$ cat src/rtl/isq_pkg.sv
package isq_pkg;
   typedef enum logic [3:0] {
      S_IDLE,
      S_PUSH_FL,
      S_PUSH_CS,
      S_PUSH_IP,
      S_RD_OFF,
      S_RD_SEG,
      S_CAP_SEG,
      S_POP_IP,
      S_POP_CS,
      S_POP_FL,
      S_CAP_FL,
      S_JUMP
   } seq_state_e;
endpackage

$ cat src/rtl/isq_arbiter.sv
module isq_arbiter #(
   parameter int TYPE_W   = 8,
   parameter int NMI_TYPE = 2
) (
   input  logic              idle,
   input  logic              instr_done,
   input  logic              irq_req,
   input  logic              nmi_req,
   input  logic              iret_req,
   input  logic              int_enable,
   input  logic [TYPE_W-1:0] irq_type,
   output logic              take_int,
   output logic              take_ret,
   output logic [TYPE_W-1:0] sel_type
);
   logic want_int;

   always_comb begin
      want_int = nmi_req | (irq_req & int_enable);
      take_ret = idle & iret_req;
      take_int = idle & instr_done & ~iret_req & want_int;
      sel_type = nmi_req ? TYPE_W'(NMI_TYPE) : irq_type;
   end
endmodule

$ cat src/rtl/isq_seq.sv
module isq_seq
   import isq_pkg::*;
(
   input  logic       clk,
   input  logic       rst_n,
   input  logic       take_int,
   input  logic       take_ret,
   output seq_state_e state,
   output logic       busy,
   output logic       redirect
);
   seq_state_e nxt;

   always_comb begin
      nxt = state;
      unique case (state)
         S_IDLE:    if (take_ret) nxt = S_POP_IP;
                    else if (take_int) nxt = S_PUSH_FL;
         S_PUSH_FL: nxt = S_PUSH_CS;
         S_PUSH_CS: nxt = S_PUSH_IP;
         S_PUSH_IP: nxt = S_RD_OFF;
         S_RD_OFF:  nxt = S_RD_SEG;
         S_RD_SEG:  nxt = S_CAP_SEG;
         S_CAP_SEG: nxt = S_JUMP;
         S_POP_IP:  nxt = S_POP_CS;
         S_POP_CS:  nxt = S_POP_FL;
         S_POP_FL:  nxt = S_CAP_FL;
         S_CAP_FL:  nxt = S_JUMP;
         S_JUMP:    nxt = S_IDLE;
         default:   nxt = S_IDLE;
      endcase
   end

   always_ff @(posedge clk or negedge rst_n) begin
      if (!rst_n) state <= S_IDLE;
      else        state <= nxt;
   end

   always_comb begin
      busy     = (state != S_IDLE);
      redirect = (state == S_JUMP);
   end

   assert_redirect_pulse_R6: assert property (@(posedge clk) disable iff (!rst_n)
      redirect |=> !redirect);

   assert_busy_ends_at_redirect_R7: assert property (@(posedge clk) disable iff (!rst_n)
      $fell(busy) |-> $past(redirect));
endmodule

$ cat src/rtl/isq_addr_gen.sv
module isq_addr_gen
   import isq_pkg::*;
#(
   parameter int ADDR_W = 16,
   parameter int WORD_W = 16,
   parameter int TYPE_W = 8
) (
   input  logic              clk,
   input  logic              rst_n,
   input  seq_state_e        state,
   input  logic [ADDR_W-1:0] sp_r,
   input  logic [WORD_W-1:0] flags_r,
   input  logic [WORD_W-1:0] cs_r,
   input  logic [WORD_W-1:0] ip_r,
   input  logic [TYPE_W-1:0] type_r,
   output logic              mem_req,
   output logic              mem_we,
   output logic [ADDR_W-1:0] mem_addr,
   output logic [WORD_W-1:0] mem_wdata
);
   localparam int STEP    = WORD_W / 8;
   localparam int ENTRY_B = 2 * STEP;
   localparam int ENT_SH  = $clog2(ENTRY_B);
   localparam int PAD_W   = ADDR_W - TYPE_W - ENT_SH;

   logic [ADDR_W-1:0] vec_base;

   generate
      if (PAD_W > 0) begin : g_pad
         assign vec_base = {{PAD_W{1'b0}}, type_r, {ENT_SH{1'b0}}};
      end else begin : g_exact
         assign vec_base = {type_r, {ENT_SH{1'b0}}};
      end
   endgenerate

   always_comb begin
      mem_req   = 1'b1;
      mem_we    = 1'b0;
      mem_addr  = '0;
      mem_wdata = '0;
      unique case (state)
         S_PUSH_FL: begin mem_we = 1'b1; mem_addr = sp_r - ADDR_W'(STEP);     mem_wdata = flags_r; end
         S_PUSH_CS: begin mem_we = 1'b1; mem_addr = sp_r - ADDR_W'(2 * STEP); mem_wdata = cs_r;    end
         S_PUSH_IP: begin mem_we = 1'b1; mem_addr = sp_r - ADDR_W'(3 * STEP); mem_wdata = ip_r;    end
         S_RD_OFF:  mem_addr = vec_base;
         S_RD_SEG:  mem_addr = vec_base + ADDR_W'(STEP);
         S_POP_IP:  mem_addr = sp_r;
         S_POP_CS:  mem_addr = sp_r + ADDR_W'(STEP);
         S_POP_FL:  mem_addr = sp_r + ADDR_W'(2 * STEP);
         default:   mem_req = 1'b0;
      endcase
   end

   assert_seg_after_offset_R4: assert property (@(posedge clk) disable iff (!rst_n)
      (state == S_RD_SEG) |-> (mem_addr == $past(mem_addr) + ADDR_W'(STEP)));

   assert_push_descends_R5: assert property (@(posedge clk) disable iff (!rst_n)
      (state == S_PUSH_CS || state == S_PUSH_IP) |-> (mem_addr == $past(mem_addr) - ADDR_W'(STEP)));
endmodule

$ cat src/rtl/isq_ctx.sv
module isq_ctx
   import isq_pkg::*;
#(
   parameter int ADDR_W = 16,
   parameter int WORD_W = 16,
   parameter int TYPE_W = 8,
   parameter int IF_BIT = 9
) (
   input  logic              clk,
   input  logic              rst_n,
   input  seq_state_e        state,
   input  logic              take_int,
   input  logic              take_ret,
   input  logic [TYPE_W-1:0] sel_type,
   input  logic [WORD_W-1:0] cur_flags,
   input  logic [WORD_W-1:0] cur_cs,
   input  logic [WORD_W-1:0] cur_ip,
   input  logic [ADDR_W-1:0] cur_sp,
   input  logic [WORD_W-1:0] mem_rdata,
   output logic [ADDR_W-1:0] sp_r,
   output logic [WORD_W-1:0] flags_r,
   output logic [WORD_W-1:0] cs_r,
   output logic [WORD_W-1:0] ip_r,
   output logic [TYPE_W-1:0] type_r,
   output logic [WORD_W-1:0] new_flags,
   output logic [WORD_W-1:0] new_cs,
   output logic [WORD_W-1:0] new_ip,
   output logic [ADDR_W-1:0] new_sp
);
   localparam int STEP = WORD_W / 8;
   localparam logic [WORD_W-1:0] IF_MASK = WORD_W'(1) << IF_BIT;

   logic ret_r;

   always_ff @(posedge clk or negedge rst_n) begin
      if (!rst_n) begin
         sp_r    <= '0;
         flags_r <= '0;
         cs_r    <= '0;
         ip_r    <= '0;
         type_r  <= '0;
         ret_r   <= 1'b0;
      end else if (state == S_IDLE) begin
         if (take_ret) begin
            sp_r  <= cur_sp;
            ret_r <= 1'b1;
         end else if (take_int) begin
            sp_r    <= cur_sp;
            flags_r <= cur_flags;
            cs_r    <= cur_cs;
            ip_r    <= cur_ip;
            type_r  <= sel_type;
            ret_r   <= 1'b0;
         end
      end else begin
         unique case (state)
            S_RD_SEG:  ip_r    <= mem_rdata;
            S_CAP_SEG: cs_r    <= mem_rdata;
            S_POP_CS:  ip_r    <= mem_rdata;
            S_POP_FL:  cs_r    <= mem_rdata;
            S_CAP_FL:  flags_r <= mem_rdata;
            default:   ;
         endcase
      end
   end

   always_comb begin
      new_flags = ret_r ? flags_r : (flags_r & ~IF_MASK);
      new_cs    = cs_r;
      new_ip    = ip_r;
      new_sp    = ret_r ? (sp_r + ADDR_W'(3 * STEP)) : (sp_r - ADDR_W'(3 * STEP));
   end
endmodule

$ cat src/rtl/int_entry_seq.sv
module int_entry_seq
   import isq_pkg::*;
#(
   parameter int ADDR_W   = 16,
   parameter int WORD_W   = 16,
   parameter int TYPE_W   = 8,
   parameter int IF_BIT   = 9,
   parameter int NMI_TYPE = 2
) (
   input  logic              clk,
   input  logic              rst_n,
   input  logic              instr_done,
   input  logic              irq_req,
   input  logic              nmi_req,
   input  logic [TYPE_W-1:0] irq_type,
   input  logic              iret_req,
   input  logic [WORD_W-1:0] cur_flags,
   input  logic [WORD_W-1:0] cur_cs,
   input  logic [WORD_W-1:0] cur_ip,
   input  logic [ADDR_W-1:0] cur_sp,
   output logic              mem_req,
   output logic              mem_we,
   output logic [ADDR_W-1:0] mem_addr,
   output logic [WORD_W-1:0] mem_wdata,
   input  logic [WORD_W-1:0] mem_rdata,
   output logic              busy,
   output logic              redirect,
   output logic [WORD_W-1:0] new_flags,
   output logic [WORD_W-1:0] new_cs,
   output logic [WORD_W-1:0] new_ip,
   output logic [ADDR_W-1:0] new_sp
);
   localparam int ENTRY_B = 2 * (WORD_W / 8);

   generate
      if (WORD_W % 8 != 0 || (ENTRY_B & (ENTRY_B - 1)) != 0) begin : g_bad_word
         $error("WORD_W must be a byte multiple giving a power-of-two entry size");
      end
      if (IF_BIT >= WORD_W) begin : g_bad_if
         $error("IF_BIT must lie inside the flags word");
      end
      if (ADDR_W < TYPE_W + $clog2(ENTRY_B)) begin : g_bad_addr
         $error("ADDR_W too narrow for the vector table");
      end
      if (NMI_TYPE >= (1 << TYPE_W)) begin : g_bad_nmi
         $error("NMI_TYPE out of range");
      end
   endgenerate

   seq_state_e        state;
   logic              take_int, take_ret;
   logic [TYPE_W-1:0] sel_type, type_r;
   logic [ADDR_W-1:0] sp_r;
   logic [WORD_W-1:0] flags_r, cs_r, ip_r;

   isq_arbiter #(.TYPE_W(TYPE_W), .NMI_TYPE(NMI_TYPE)) u_arb (
      .idle       (state == S_IDLE),
      .instr_done (instr_done),
      .irq_req    (irq_req),
      .nmi_req    (nmi_req),
      .iret_req   (iret_req),
      .int_enable (cur_flags[IF_BIT]),
      .irq_type   (irq_type),
      .take_int   (take_int),
      .take_ret   (take_ret),
      .sel_type   (sel_type)
   );

   isq_seq u_seq (
      .clk      (clk),
      .rst_n    (rst_n),
      .take_int (take_int),
      .take_ret (take_ret),
      .state    (state),
      .busy     (busy),
      .redirect (redirect)
   );

   isq_ctx #(.ADDR_W(ADDR_W), .WORD_W(WORD_W), .TYPE_W(TYPE_W), .IF_BIT(IF_BIT)) u_ctx (
      .clk       (clk),
      .rst_n     (rst_n),
      .state     (state),
      .take_int  (take_int),
      .take_ret  (take_ret),
      .sel_type  (sel_type),
      .cur_flags (cur_flags),
      .cur_cs    (cur_cs),
      .cur_ip    (cur_ip),
      .cur_sp    (cur_sp),
      .mem_rdata (mem_rdata),
      .sp_r      (sp_r),
      .flags_r   (flags_r),
      .cs_r      (cs_r),
      .ip_r      (ip_r),
      .type_r    (type_r),
      .new_flags (new_flags),
      .new_cs    (new_cs),
      .new_ip    (new_ip),
      .new_sp    (new_sp)
   );

   isq_addr_gen #(.ADDR_W(ADDR_W), .WORD_W(WORD_W), .TYPE_W(TYPE_W)) u_addr (
      .clk       (clk),
      .rst_n     (rst_n),
      .state     (state),
      .sp_r      (sp_r),
      .flags_r   (flags_r),
      .cs_r      (cs_r),
      .ip_r      (ip_r),
      .type_r    (type_r),
      .mem_req   (mem_req),
      .mem_we    (mem_we),
      .mem_addr  (mem_addr),
      .mem_wdata (mem_wdata)
   );

   assert_wait_for_boundary_R1: assert property (@(posedge clk) disable iff (!rst_n)
      (!busy && !instr_done && !iret_req) |=> !busy);

   assert_masked_ignored_R2: assert property (@(posedge clk) disable iff (!rst_n)
      (!busy && !iret_req && !nmi_req && !cur_flags[IF_BIT]) |=> !busy);

   assert_nmi_taken_R3: assert property (@(posedge clk) disable iff (!rst_n)
      (!busy && instr_done && nmi_req) |=> busy);

   assert_mem_only_busy_R7: assert property (@(posedge clk) disable iff (!rst_n)
      mem_req |-> busy);
endmodule

$ cat config.mk
export PLATFORM = sky130hd
export DESIGN_NAME = int_entry_seq
export DESIGN_NICKNAME = d
export VERILOG_FILES = /design/src/rtl/isq_pkg.sv /design/src/rtl/isq_arbiter.sv /design/src/rtl/isq_seq.sv /design/src/rtl/isq_addr_gen.sv /design/src/rtl/isq_ctx.sv /design/src/rtl/int_entry_seq.sv
export SDC_FILE = /design/constraint.sdc
export NUM_CORES = 1
export LEC_CHECK = 0
export ABC_AREA = 1
export CORE_MARGIN = 4
export CORE_UTILIZATION = 53
export DETAILED_ROUTE_END_ITERATION = 8
export PLACE_DENSITY_LB_ADDON = 0.2
export SLEW_MARGIN = 30
export SYNTH_ARGS = -nofsm -noshare
export SYNTH_HDL_FRONTEND = slang
export SYNTH_SLANG_ARGS = --single-unit
$ cat constraint.sdc
create_clock -name clk -period 6.7 [get_ports clk]
set_input_delay 0.67 -clock clk [delete_from_list [all_inputs] [get_ports clk]]
set_output_delay 0.67 -clock clk [all_outputs]
set_load 0.005 [all_outputs]
# Word-level counts from Yosys, hierarchy flattened

Index checks and enable logic that the tools add are counted.

Bits in registers: 77
Latch bits: 0
Memory bits (writable): 0
Memory bits (read-only): 0
Output and inout port bits: 100
Logic and storage cells: 78
Memories: 0

Add/sub/neg operators: 7
Multiply operators: 0
Div/mod/pow operators: 0
Order comparisons: 0
Eq/ne operators: 14
Shift operators: 0
Mux-type cells: 26
Bitwise logic cells: 8
Reduce and logical (&&, ||, !) cells: 16

Operators with widths:

| operator                                                              | number |
|---|---|
| 16-bit two-way mux                                                    | 15 |
| 16-bit one-hot mux with 8 select lines                                | 1 |
| 16-bit one-hot mux with 3 select lines                                | 1 |
| 4-bit one-hot mux with 10 select lines                                | 1 |
| 16-bit by 3-bit adder with 16-bit output, second input constant       | 2 |
| 16-bit by 3-bit subtractor with 16-bit output, second input constant  | 2 |
| 16-bit by 2-bit adder with 16-bit output, second input constant       | 1 |
| 4-bit by 3-bit equality test with 1-bit output, second input constant | 4 |
| 4-bit equality test, second input constant                            | 4 |
| 16-bit by 2-bit subtractor with 16-bit output, second input constant  | 1 |
| 3-bit AND reduction                                                   | 4 |
| 10-bit by 2-bit adder with 11-bit output, second input constant       | 1 |
| 10-bit two-way mux                                                    | 1 |
| 4-bit by 2-bit equality test with 1-bit output, second input constant | 2 |
| 4-bit two-way mux                                                     | 2 |
| 8-bit two-way mux                                                     | 1 |
| 2-bit nonzero test                                                    | 4 |
| 8-bit OR reduction                                                    | 1 |
| 2-bit OR reduction                                                    | 3 |
| 1-bit bitwise AND                                                     | 5 |
| 4-bit by 1-bit equality test with 1-bit output, second input constant | 1 |
| 4-bit zero test                                                       | 1 |
| 1-bit two-way mux                                                     | 4 |
| 2-bit inequality test, second input constant                          | 2 |
| 6 further kinds                                                       | 7 |

# Logic depth before layout (Yosys ltp)

Gate-level depths: netlist of the first run.

Word-level depth: 7
Mapped depth: 14
Depth with buffers taken out: 14

# Cells and area by module

Synthesis of the first run repeated with hierarchy kept, for this count alone.

Cell total of the unflattened synthesis: 1192
Area, all modules: 7258.2 um2

Modules (own cells, without submodules):

| module        | times used | cells each | area each (um2) |
|---|---|---|---|
| isq_ctx       | 1          | 650        | 4561.9 |
| isq_addr_gen  | 1          | 477        | 2342.2 |
| isq_seq       | 1          | 36         | 232.7 |
| isq_arbiter   | 1          | 22         | 95.1 |
| int_entry_seq | 1          | 7          | 26.3 |

# Worst setup path before layout of the first run

OpenSTA, ideal clock, no wires.

Path kind: register -> output
From: reg u_seq.state[1]
To: out mem_addr[10]
Data arrival time: 2.173 ns
Required time: 6.030 ns
Setup slack: 3.857 ns
Cell stages (with the launch flop): 13
Path buffers: 0
Cell sequence: dfrtp_1 > inv_1 > nand2_1 > inv_1 > nand2_1 > fa_1 > nand3_1 > nand3_1 > nand2_1 > nand3_1 > or2_2 > nand3_1 > nand3b_1

Word-level cells in the longest chain between the ends: 2

Ends and longest elaborated chain:

| what                                        | RTL line            | text |
|---|---|---|
| start, declared                             | isq_seq.sv:8        | `output seq_state_e state,` |
| start signal, assigned                      | isq_seq.sv:36       | `else state <= nxt;` |
| 4-bit equality test (tied with other cells) | isq_addr_gen.sv:41  | `unique case (state)` |
| 16-bit one-hot mux with 8 select lines *    | isq_addr_gen.sv:41  |  |
| end, declared                               | int_entry_seq.sv:23 | `output logic [ADDR_W-1:0] mem_addr,` |

Mark *: on every way between the ends. The rest lies on a longest branch, timed or not.

# Worst setup path in the final report of the first run

From: reg u_seq.state[3]
To: out mem_addr[13]

The elaborated chain is that of the path after synthesis.

==> impl_metrics.tcl, run 1 <==
set metrics [dict create \
    status "finished clean" \
    fmax_mhz 242 \
    mostFrequentLayoutCells "nand2_1 (388), clkdlybuf4s50_1 (192), inv_1 (149), nand3_1 (79), nor2_1 (79)" \
    first_global_vias 6772 \
    gr-total-overflow 0 \
    clkSinkCount 77 \
    avgSynthCellArea_um2 6.22 \
    grt_pass1_wl_mm 34.8 \
    cts_buffers 9 \
    fin_tns_setup_ns 0 \
    syn-instance-count 1060 \
    antenna_cells 0 \
    syn-num-nets 1186 \
    io_buffers 193 \
    final_layout_size_suffix_gt1_share_pct 3.91 \
    hold_buffers 0 \
    dp_cells 1381 \
    synth_area_mm2 0.00659 \
    maxCapViolCount 0 \
    skew_ns 0.00731 \
    synth_area_leader_cell "dfrtp_1" \
    maxSlewViolCount 0 \
    final_common_cell "nand2_1" \
    cp.arrival_ns 3.47 \
    ctsResizeCount 0 \
    worstSkewPairLatency_ns 0.35 \
    drt_iter0_drc 706 \
    die_area_mm2 0.0143 \
    htreeDepth 3 \
    areaGrowthSynthToFinish_pct 34.5 \
    ctsLongestPathBuffers 2 \
    crit_path_start "u_seq.state[3]$_DFFE_PN0P_" \
    gr-usage-all-layers_pct 30.5 \
    p_per_area_mw_per_mm2 551 \
    nNetsFinal 1350 \
    hold_violations 0 \
    critPathRequiredTime_ns 6.03 \
    ys_warn_count 0 \
    synth_top_area_share_pct 29.2 \
    gp_congestion 0.983 \
    fin_util_pct 73.2 \
    ir_worst_vdd_mv 0.308 \
    crit_fanout 18 \
    dp_hpwl_mm 16.7 \
    yosysSeqAreaShare_pct 29.2 \
    path_clk_slew_ns 0.07 \
    std_cell_rows 40 \
    vias_per_cell 5.37 \
    num_vias 7499 \
    cts_setup_buffers 0 \
    routed_wl_mm 22.2 \
    rr_startpoint "u_seq.state[2]$_DFFE_PN0P_" \
    fp.dieH_um 120 \
    fin_crit_ns 4.14 \
    synthTopCellsByArea "dfrtp_1 (29%), nand2_1 (22%), inv_1 (8.5%)" \
    setup_viol 0 \
    final_area_mm2 0.00886 \
    cts_root_buffer "clkbuf_16" \
    crit_path_start_kind "flip-flop" \
    start_util_pct 54.4 \
    power.leakage_nw 4.29 \
    period_share_pct 61.7 \
    synthDistinctLibCells 35 \
    holdWs_ns 0.112 \
    antenna_left 0 \
    max-slew-margin-rel_pct 45.5 \
    core_area_mm2 0.0121 \
    placed_area_mm2 0.00855 \
    r2r_slack_ns 4.37 \
    wl_per_cell_um 15.9 \
    tightest_slew_ns 0.817 \
    drc_errors 0 \
    min-delay-path-class "input port to async pin" \
    drt-pass1-iter-count 5 \
    cts_tree "yes" \
    fin_cells 1397 \
    path_class "flip-flop to output port" \
    antenna_found_initial 0 \
    grt_setup_unrepaired "false" \
    io_pins 194 \
    grt_max_degree 74 \
    cp-end-kind "output port" \
    die_w_um 120 \
    ys_ff_latch 77 \
]
[report_power, final]
group	total, mW	internal (mW)	switching [mW]
sequential	0.975	0.693	0.282
combinational	3.39	1.52	1.87
clock	0.513	0.301	0.211
[state kept, by name, summed over array words and instances (netlist names)]
name / cells
u_ctx.cs_r: 16
u_ctx.flags_r: 16
u_ctx.ip_r: 16
u_ctx.ret_r: 1
u_ctx.sp_r: 16
u_ctx.type_r: 8
u_seq.state: 4
[worst max-delay path, stage by stage (launching register included)]
cell and delay [ns]:
dfrtp_1 0.38, inv_2 0.07, nor2_1 0.16, nand2_1 0.50, ha_1 0.59, inv_1 0.07, o21ai_0 0.34, nand3_1 0.16
nand4_1 0.10, nand3_1 0.09, nand3_1 0.13, clkdlybuf4s50_1 0.51
[cell usage after synthesis]
cell,n
o221ai_1,2
buf_1,1
nand4_1,10
o22ai_1,6
o21ai_2,1
or2_2,8
nand3_4,1
nor2_1,80
nor3_1,5
nor2_2,2
xor2_1,16
a31oi_1,19
o2111ai_1,1
clkbuf_1,9
o21ai_1,16
nand3_1,79
nand2_1,389
o211ai_1,19
clkbuf_2,1
o21ai_0,61
nor2_4,1
ha_1,30
and2_1,1
nand3b_1,8
dfrtp_1,77
fa_1,2
nand2_2,2
buf_4,16
inv_1,149
buf_2,20
o22ai_2,1
a21oi_1,20
inv_2,5
o211ai_2,1
xnor2_1,1
[metrics by stage]
step	setup slack (ns)	total power, mW
after detailed placement	2.97	4.31
after floorplan	3.86	2.90
after global placement	3.05	4.24
after CTS	2.60	4.85
after global routing	2.28	5.31
final	2.56	4.88
[per-layer routing]
metal | routed length, µm | track usage, %
met5 | 0 | 0
met4 | 521 | 7.37
met3 | 2000 | 7.21
met2 | 10700 | 51.2
met1 | 8940 | 40.0
[cell families after synthesis]
family | synth area share [%]
AOI/OAI and AO/OA | 12.8
xor gates and xnor gates | 2.26
adders and majority gates | 6.30
buffers and inverters | 12.8
DFF | 29.2
and+or+nand+nor | 36.6
[final timing paths]
kind	end	cells past startpoint
setup / recovery	mem_addr[13]	11
hold reg to reg	u_ctx.type_r[5]$_DFFE_PN0P_	2
min in group clk	u_ctx.type_r[5]$_DFFE_PN0P_	2
setup reg to reg	u_ctx.ip_r[11]$_DFFE_PN0P_	9
hold / removal	u_ctx.type_r[0]$_DFFE_PN0P_	1
max in group asynchronous	u_ctx.cs_r[10]$_DFFE_PN0P_	2
[layout make-up]
cell class              count  area (µm²)
repair buffers            200        2010
fillers                  1061        3250
inverters                 154         578
clock buffers              10         239
well taps                 168         210
multi-input cells         782        3830
flip-flops and latches     77        1930
clock inverters             6        70.1
No activity file was read; power rests on OpenSTA's default activity.
==> run 2, diff against run 1 <==
--- a/config.mk
+++ b/config.mk
@@ -7,7 +7,7 @@
 export LEC_CHECK = 0
 export ABC_AREA = 1
 export CORE_MARGIN = 4
-export CORE_UTILIZATION = 53
+export CORE_UTILIZATION = 49
 export DETAILED_ROUTE_END_ITERATION = 8
 export PLACE_DENSITY_LB_ADDON = 0.2
 export SLEW_MARGIN = 30
==> constraint.sdc (replaced) <==
create_clock -name clk -period 4.1 [get_ports clk]
set_input_delay 0.41 -clock clk [delete_from_list [all_inputs] [get_ports clk]]
set_output_delay 0.41 -clock clk [all_outputs]
set_load 0.005 [all_outputs]
==> impl_metrics.tcl, run 2 (same netlist as run 1, synthesis figures left out) <==
set metrics [dict create \
    rr_startpoint "u_seq.state[2]$_DFFE_PN0P_" \
    drt-pass1-iter-count 6 \
    skew_ns 0.0115 \
    fmax_mhz 265 \
    r2r-end "u_ctx.ip_r[10]$_DFFE_PN0P_" \
    first_global_vias 6810 \
    tightest_slew_ns 0.862 \
    gr-usage-met3_pct 7.18 \
    r2r_slack_ns 1.40 \
    gp_congestion 0.946 \
    start_util_pct 50.0 \
    antenna_cells 0 \
    critPathTopFamily "simple AND/OR/NAND/NOR gates" \
    hold_violations 0 \
    cp.buffers_inverters 3 \
    final_layout_size_suffix_gt1_share_pct 3.83 \
    clkSinkCount 77 \
    io_buffers 193 \
    io_pins 194 \
    ctsResizeCount 0 \
    rr_worst_depth 9 \
    cp_slowest_cell "fa_1" \
    clockPowerShare_pct 11.1 \
    cts_root_buffer "clkbuf_16" \
    hold_buffers 0 \
    holdWs_ns 0.100 \
    ir_worst_vdd_mv 0.382 \
    use_met2_pct 48.0 \
    fill_cells 1206 \
    power.leakage_nw 4.28 \
    crit_fanout 16 \
    cts_buffers 9 \
    core_area_mm2 0.0132 \
    grt_setup_unrepaired "false" \
    cts_setup_buffers 0 \
    routed_wl_mm 22.9 \
    drc_errors 0 \
    cp_cell_sequence "inv_1 > nand2_1 > inv_1 > nand2_1 > fa_1 > nand3_1 > nand3_1 > nand2_1 > nand3_1 > or2_2 > nand3_1 > nand3b_1 > clkdlybuf4s50_1" \
    setup_viol 0 \
    dp_hpwl_mm 17.2 \
    worstSkewPairLatency_ns 0.34 \
    p_per_area_mw_per_mm2 907 \
    fp.dieH_um 124 \
    p_seq_share_pct 19.8 \
    max-slew-margin-rel_pct 42.5 \
    cp-end-kind "output port" \
    period_share_pct 92.2 \
    regArea_mm2 0.00193 \
    nNetsFinal 1349 \
    antenna_left 0 \
    min-delay-path-class "input port to async pin" \
    wl_per_cell_um 16.3 \
    p_int_mw 4.14 \
    vias_per_cell 5.25 \
    netSwitchingFraction_pct 48.4 \
    std_cell_rows 42 \
    areaGrowthSynthToFinish_pct 34.5 \
    gr-total-overflow 0 \
    gr-usage-all-layers_pct 28.9 \
    maxSlewViolCount 0 \
    final_common_cell "nand2_1" \
    status "finished clean" \
    grt_max_degree 78 \
    critPathRequiredTime_ns 3.69 \
    mostFrequentLayoutCells "nand2_1 (388), clkdlybuf4s50_1 (192), inv_1 (149), nand3_1 (79), nor2_1 (79)" \
    path_clk_slew_ns 0.07 \
    maxCapViolCount 0 \
    die_area_mm2 0.0154 \
    grtUsageMet1_pct 37.2 \
    fin_tns_setup_ns 0 \
    grt_pass1_wl_mm 34.3 \
    crit_path_start_kind "flip-flop" \
    slowest_delay_ns 0.59 \
    cts_tree "yes" \
    drt_iter0_drc 486 \
    combinationalPowerShare_pct 69.1 \
    num_vias 7374 \
    multi_input_area_mm2 0.00383 \
    ctsLongestPathBuffers 2 \
    busiest_layer "met2" \
    power.switching_mw 3.89 \
    die_w_um 124 \
    crit_path_start "u_seq.state[1]$_DFFE_PN0P_" \
    htreeDepth 3 \
    path_class "flip-flop to output port" \
    fin_crit_ns 3.78 \
    path_common_cell "nand3_1" \
    cp.arrival_ns 3.37 \
    antenna_found_initial 0 \
]
==> run 2: per-stage QoR <==
step                utilization, %  power (mW)  area [µm²]  worst slack, ns  std cells
detailed placement            64.7        7.07        8530            0.693       1388
global placement              64.6        7.01        8520            0.730       1388
global route                  67.2        8.71        8860           0.0631       1404
finish                        67.2        8.04        8860            0.319       1404
floorplan                        -        4.75        6590             1.52       1060
CTS                           67.2        8.00        8860            0.339       1404
==> run 2: how the worst max path moves through the flow <==
stage	slack [ns]	end	depth (start not counted)
after detailed placement	0.69	mem_addr[10]	13
after global routing	0.06	mem_addr[10]	13
after floorplan	1.52	mem_addr[10]	12
after global placement	0.73	mem_addr[10]	13
final	0.32	mem_addr[10]	13
after CTS	0.34	mem_addr[10]	13
==> run 2: metal layers <==
metal  wire [µm]  vias up  part of all wire, %
li1            -     3686                    -
met1        9520     3330                   42
met2       11000      316                   48
met3        1940       42                  8.5
met4         431        0                  1.9
met5           0        -                    0
==> run 2: layout make-up <==
cell class / count / share of cell area, %
clock buffers: 10 / 2.70
clock inverters: 6 / 1.06
inverters: 154 / 6.52
flip-flops and latches: 77 / 21.7
repair buffers: 199 / 22.3
multi-input cells: 782 / 43.2
well taps: 176 / 2.48
==> run 2: power by group through the flow <==
stage | clock network (mW) | logic [mW] | registers, mW
floorplan | 0 | 3.32 | 1.43
global placement | 0 | 5.43 | 1.58
detailed placement | 0 | 5.48 | 1.59
CTS | 0.897 | 5.52 | 1.58
global route | 0.934 | 6.13 | 1.64
finish | 0.893 | 5.55 | 1.59
